$ cat src/rtl/vhp_pkg.sv
package vhp_pkg;

    typedef enum logic [1:0] {
        OP_PERM  = 2'b00,
        OP_INS   = 2'b01,
        OP_EXT   = 2'b10,
        OP_BCAST = 2'b11
    } vhp_op_e;

    // Per-half control nibble inside the permute immediate:
    // bits [1:0] source code, bit 2 unused, bit 3 zero force.
    localparam int unsigned CTRL_NIB_W = 4;
    localparam int unsigned CODE_LSB   = 0;
    localparam int unsigned ZERO_BIT   = 3;
    localparam int unsigned NUM_HALVES = 2;
    localparam int unsigned NUM_CANDS  = 4;

endpackage

$ cat src/rtl/vhp_half_pick.sv
module vhp_half_pick #(
    parameter int unsigned HALF_W = 128
) (
    input  logic [HALF_W-1:0] a_lo,
    input  logic [HALF_W-1:0] a_hi,
    input  logic [HALF_W-1:0] b_lo,
    input  logic [HALF_W-1:0] b_hi,
    input  logic [1:0]        code,
    input  logic              zero,
    output logic [HALF_W-1:0] half_out
);

    logic [HALF_W-1:0] pick_d;

    always_comb begin
        unique case (code)
            2'd0:    pick_d = a_lo;
            2'd1:    pick_d = a_hi;
            2'd2:    pick_d = b_lo;
            default: pick_d = b_hi;
        endcase
        half_out = zero ? '0 : pick_d;
    end

endmodule

$ cat src/rtl/vhp_core.sv
module vhp_core
    import vhp_pkg::*;
#(
    parameter int unsigned HALF_W = 128,
    localparam int unsigned VEC_W = 2 * HALF_W
) (
    input  logic [1:0]       op_sel,
    input  logic [7:0]       imm,
    input  logic             hsel,
    input  logic [VEC_W-1:0] src_a,
    input  logic [VEC_W-1:0] src_b,
    input  logic [HALF_W-1:0] src_h,
    output logic [VEC_W-1:0] vec_d
);

    logic [HALF_W-1:0] a_lo, a_hi, b_lo, b_hi;
    logic [VEC_W-1:0]  perm_d;
    logic              unused_rsv;

    assign a_lo = src_a[HALF_W-1:0];
    assign a_hi = src_a[VEC_W-1:HALF_W];
    assign b_lo = src_b[HALF_W-1:0];
    assign b_hi = src_b[VEC_W-1:HALF_W];

    // reserved bits of each control nibble
    assign unused_rsv = ^{imm[2], imm[6]};

    for (genvar g = 0; g < NUM_HALVES; g++) begin : g_half
        vhp_half_pick #(.HALF_W(HALF_W)) u_pick (
            .a_lo     (a_lo),
            .a_hi     (a_hi),
            .b_lo     (b_lo),
            .b_hi     (b_hi),
            .code     (imm[g*CTRL_NIB_W+CODE_LSB +: 2]),
            .zero     (imm[g*CTRL_NIB_W+ZERO_BIT]),
            .half_out (perm_d[g*HALF_W +: HALF_W])
        );
    end

    always_comb begin
        vec_d = '0;
        unique case (vhp_op_e'(op_sel))
            OP_PERM: vec_d = perm_d;
            OP_INS: begin
                vec_d = src_a;
                if (hsel) vec_d[VEC_W-1:HALF_W] = src_h;
                else      vec_d[HALF_W-1:0]     = src_h;
            end
            OP_EXT:   vec_d[HALF_W-1:0] = hsel ? a_hi : a_lo;
            default:  vec_d = {src_h, src_h};
        endcase
    end

endmodule

$ cat src/rtl/vhp_out_stage.sv
module vhp_out_stage #(
    parameter int unsigned VEC_W   = 256,
    parameter bit          OUT_REG = 1'b0
) (
    input  logic             clk,
    input  logic             rst_n,
    input  logic             vld_in,
    input  logic [VEC_W-1:0] data_in,
    output logic             vld_out,
    output logic [VEC_W-1:0] data_out
);

    typedef struct packed {
        logic             vld;
        logic [VEC_W-1:0] data;
    } stage_t;

    if (OUT_REG) begin : g_reg
        stage_t st_d, st_q;

        always_comb begin
            st_d     = st_q;
            st_d.vld = vld_in;
            if (vld_in) st_d.data = data_in;
        end

        always_ff @(posedge clk or negedge rst_n) begin
            if (!rst_n) st_q <= '0;
            else        st_q <= st_d;
        end

        assign vld_out  = st_q.vld;
        assign data_out = st_q.data;
    end else begin : g_comb
        logic unused_clk;
        assign unused_clk = clk ^ rst_n;
        assign vld_out    = vld_in;
        assign data_out   = data_in;
    end

endmodule

$ cat src/rtl/vhp_unit.sv
module vhp_unit #(
    parameter int unsigned HALF_W  = 128,
    parameter bit          OUT_REG = 1'b0,
    localparam int unsigned VEC_W  = 2 * HALF_W
) (
    input  logic              clk,
    input  logic              rst_n,
    input  logic              in_valid,
    input  logic [1:0]        op_sel,
    input  logic [7:0]        imm,
    input  logic              hsel,
    input  logic [VEC_W-1:0]  src_a,
    input  logic [VEC_W-1:0]  src_b,
    input  logic [HALF_W-1:0] src_h,
    output logic              out_valid,
    output logic [VEC_W-1:0]  result
);

    logic [VEC_W-1:0] vec_d;

    vhp_core #(.HALF_W(HALF_W)) u_core (
        .op_sel (op_sel),
        .imm    (imm),
        .hsel   (hsel),
        .src_a  (src_a),
        .src_b  (src_b),
        .src_h  (src_h),
        .vec_d  (vec_d)
    );

    vhp_out_stage #(.VEC_W(VEC_W), .OUT_REG(OUT_REG)) u_out (
        .clk      (clk),
        .rst_n    (rst_n),
        .vld_in   (in_valid),
        .data_in  (vec_d),
        .vld_out  (out_valid),
        .data_out (result)
    );

endmodule


$ cat config.mk
export PLATFORM = sky130hd
export DESIGN_NAME = vhp_unit
export DESIGN_NICKNAME = d
export VERILOG_FILES = /design/src/rtl/vhp_pkg.sv /design/src/rtl/vhp_half_pick.sv /design/src/rtl/vhp_core.sv /design/src/rtl/vhp_out_stage.sv /design/src/rtl/vhp_unit.sv
export SDC_FILE = /design/constraint.sdc
export NUM_CORES = 1
export LEC_CHECK = 0
export ABC_AREA = 1
export BUFFER_PORTS_ARGS = -buffer_cell sky130_fd_sc_hd__buf_2
export CORE_AREA = 2 2 355 357
export DETAILED_ROUTE_END_ITERATION = 12
export DIE_AREA = 0 0 357 359
export GPL_TIMING_DRIVEN = 0
export PLACE_DENSITY = 0.37
export SLEW_MARGIN = 5
export SYNTH_ARGS = -nofsm -noshare
export SYNTH_HDL_FRONTEND = slang
export SYNTH_SLANG_ARGS = --single-unit
export TNS_END_PERCENT = 5
$ cat constraint.sdc
create_clock -name vclk -period 4
set_clock_uncertainty 0.1 [all_clocks]
set_input_delay 0.6 -clock vclk [all_inputs]
set_output_delay 0.6 -clock vclk [all_outputs]
set_load 0.05 [all_outputs]
==> flow_summary.toml <==
[yosys]
syn-instance-count = 4349
synthAdderAreaFrac = 0
warning_count_from_the_yosys_run = 0
synth_compound_gate_area_share = 0.140
synth_top_area_cell = "sky130_fd_sc_hd__nand2_1"
synthDominantCellAreaShare = 0.349
synthTopCellsByCount = "1,701 x sky130_fd_sc_hd__nand2_1, 739 x sky130_fd_sc_hd__nand3_1, 594 x sky130_fd_sc_hd__nor2_1"
synth_top_family_by_area = "simple AND/OR/NAND/NOR gates"
synth.cell_area_sq_um = 18300
synth_nets = 5003
synth_seq_area_share = 0
post_synth_main_area_contributors = "sky130_fd_sc_hd__nand2_1 35%, sky130_fd_sc_hd__nand3_1 20%, sky130_fd_sc_hd__nor2_1 12%"
synth_simple_gate_area_share = 0.675
yosys.cell_count.top_type = "sky130_fd_sc_hd__nand2_1"
muxShareOfSynthArea = 0
netlist-cell-type-count = 15
synthXorXnorAreaFrac = 0
mean_cell_area_of_the_mapped_netlist_sq_um = 4.20

[timing]
min_period_over_period = 0.993
whs_ps = 1410
max_clock_freq_mhz = 252
timing_worst_slew_pin_value_ps = 1430
grt_setup_unrepaired = "false"
slew_headroom = 0.0494
slew_viol_final = 0
timing_hold_violations_final = 0
timing.final.crit_period_ps = 3970
final-setup-viol-count = 0

[clock_network]
postCtsSetupBuffers = 0
cts.hold.buffers_added = 0

[critical_path]
setup.worst_path.start_class = "input pin"
setup.worst_path.end = "result[167]"
worstPathRequired_ps = 3300
worst_setup_path_startpoint = "hsel"
path_class = "in2out"
timing.critical_path.to_type = "output pin"
critPathMaxFanout = 11
worst-endpoint-arrival_ps = 3270

[grt]
initial_antenna_violation_count = 83
grt_max_degree = 11
grt_first_pass_wirelength_mm = 281
grt_overflow_total = 0
global_route_usage_sum = 0.321
grt_pass1_vias = 31900

[flow_run]
max_cap_viol_count = 0

[finish]
numSequentialCells = 0
num-clock-buffers = 0
layout.area.seq_sq_um = 0
share_of_layout_cells_above_drive_strength_1 = 0.216
design.final.nets = 5910
multi_input_comb_area_sq_um = 14900
fillCellCount = 15400
synthToLayoutAreaGrowth_pct = 37.5

[detailed_routing]
detail_route.wl_per_cell_um = 31.3
detail-route-antenna-nets = 0
drt_iter0_markers = 4756
postRouteWirelength_mm = 218
first_pass_iters = 6
via_per_inst = 5.05
vias = 35200
drt_drc_violations_left = 0

[placed_design]
gp_routability_congestion = 0.951
hpwlAfterDp_mm = 165
place.port_buffers = 903

[floorplan]
floorplan.io_pins = 911
dieWidth_um = 357
floorplan.rows = 130
fp.dieArea_sq_um = 128000
dieHeight_um = 359
core-area_sq_um = 125000
effective_utilization_at_floorplan = 0.147

[hold_path]
hold_path.startpoint = "in_valid"
hp-class = "in2out"

[outcome]
status = "complete, no violations"
## through the flow
step	cell area [sq um]	util	cells	setup TNS (ps)	worst slack, ps
2_1_floorplan	18300	-	4349	0	1440
3_3_place_gp	24900	0.199	6902	-36550	-933
3_5_place_dp	24900	0.200	6904	-836	-116
4_1_cts	25000	0.200	6904	-94.1	-53.2
5_1_grt	25000	0.201	6926	0	25.4
6_report	25100	0.202	6967	0	29.4
## worst max-delay path, cell delays in order
cell and delay (ps):
sky130_fd_sc_hd__buf_2 150, sky130_fd_sc_hd__buf_4 360, sky130_fd_sc_hd__buf_2 540, sky130_fd_sc_hd__buf_2 810, sky130_fd_sc_hd__a21oi_1 130, sky130_fd_sc_hd__o21ai_0 110, sky130_fd_sc_hd__nand3_1 220, sky130_fd_sc_hd__buf_2 290
## cells in the final DEF, fill, tap and decap left out
cell                                 n
sky130_fd_sc_hd__clkbuf_1           91
sky130_fd_sc_hd__nor2_1            594
sky130_fd_sc_hd__buf_2            1043
sky130_fd_sc_hd__buf_6               6
sky130_fd_sc_hd__clkdlybuf4s15_2     1
sky130_fd_sc_hd__buf_12              2
sky130_fd_sc_hd__o21ai_1            12
sky130_fd_sc_hd__buf_4              42
sky130_fd_sc_hd__clkbuf_2           32
sky130_fd_sc_hd__nand2_2             1
sky130_fd_sc_hd__buf_1              16
sky130_fd_sc_hd__nand2_1          1700
sky130_fd_sc_hd__a21oi_1           128
sky130_fd_sc_hd__o21ai_0           371
sky130_fd_sc_hd__nand3_1           739
sky130_fd_sc_hd__diode_2            63
sky130_fd_sc_hd__nor2_4              2
sky130_fd_sc_hd__inv_1             469
sky130_fd_sc_hd__inv_2               5
## how the worst min path moves through the flow
stage	to	depth (start not counted)
floorplan	out_valid	1
global placement	out_valid	2
detailed placement	out_valid	2
CTS	out_valid	2
global route	out_valid	2
finish	out_valid	2
## logic make-up after synthesis
family          count (synthesis)
simple gates                 3036
buf+inv                       802
compound gates                511
## area by class of cell
class,count,area share
multi-input cells,3547,0.593
repair buffers,905,0.182
well taps,1650,0.0822
inverters,474,0.0708
plain buffers,328,0.0660
diodes,63,0.00628
## per-layer routing
layer	vias up	part of all wire	track usage
met4	38	0.053	0.154
met3	518	0.11	0.0979
met1	16600	0.39	0.397
li1	15400	-	-
met2	2532	0.44	0.503
met5	-	0.0012	0
## repair_timing
item                       in CTS  in global routing
setup endpoints to repair      25                  2
resized for setup               5                  2
cloned                          0                  0
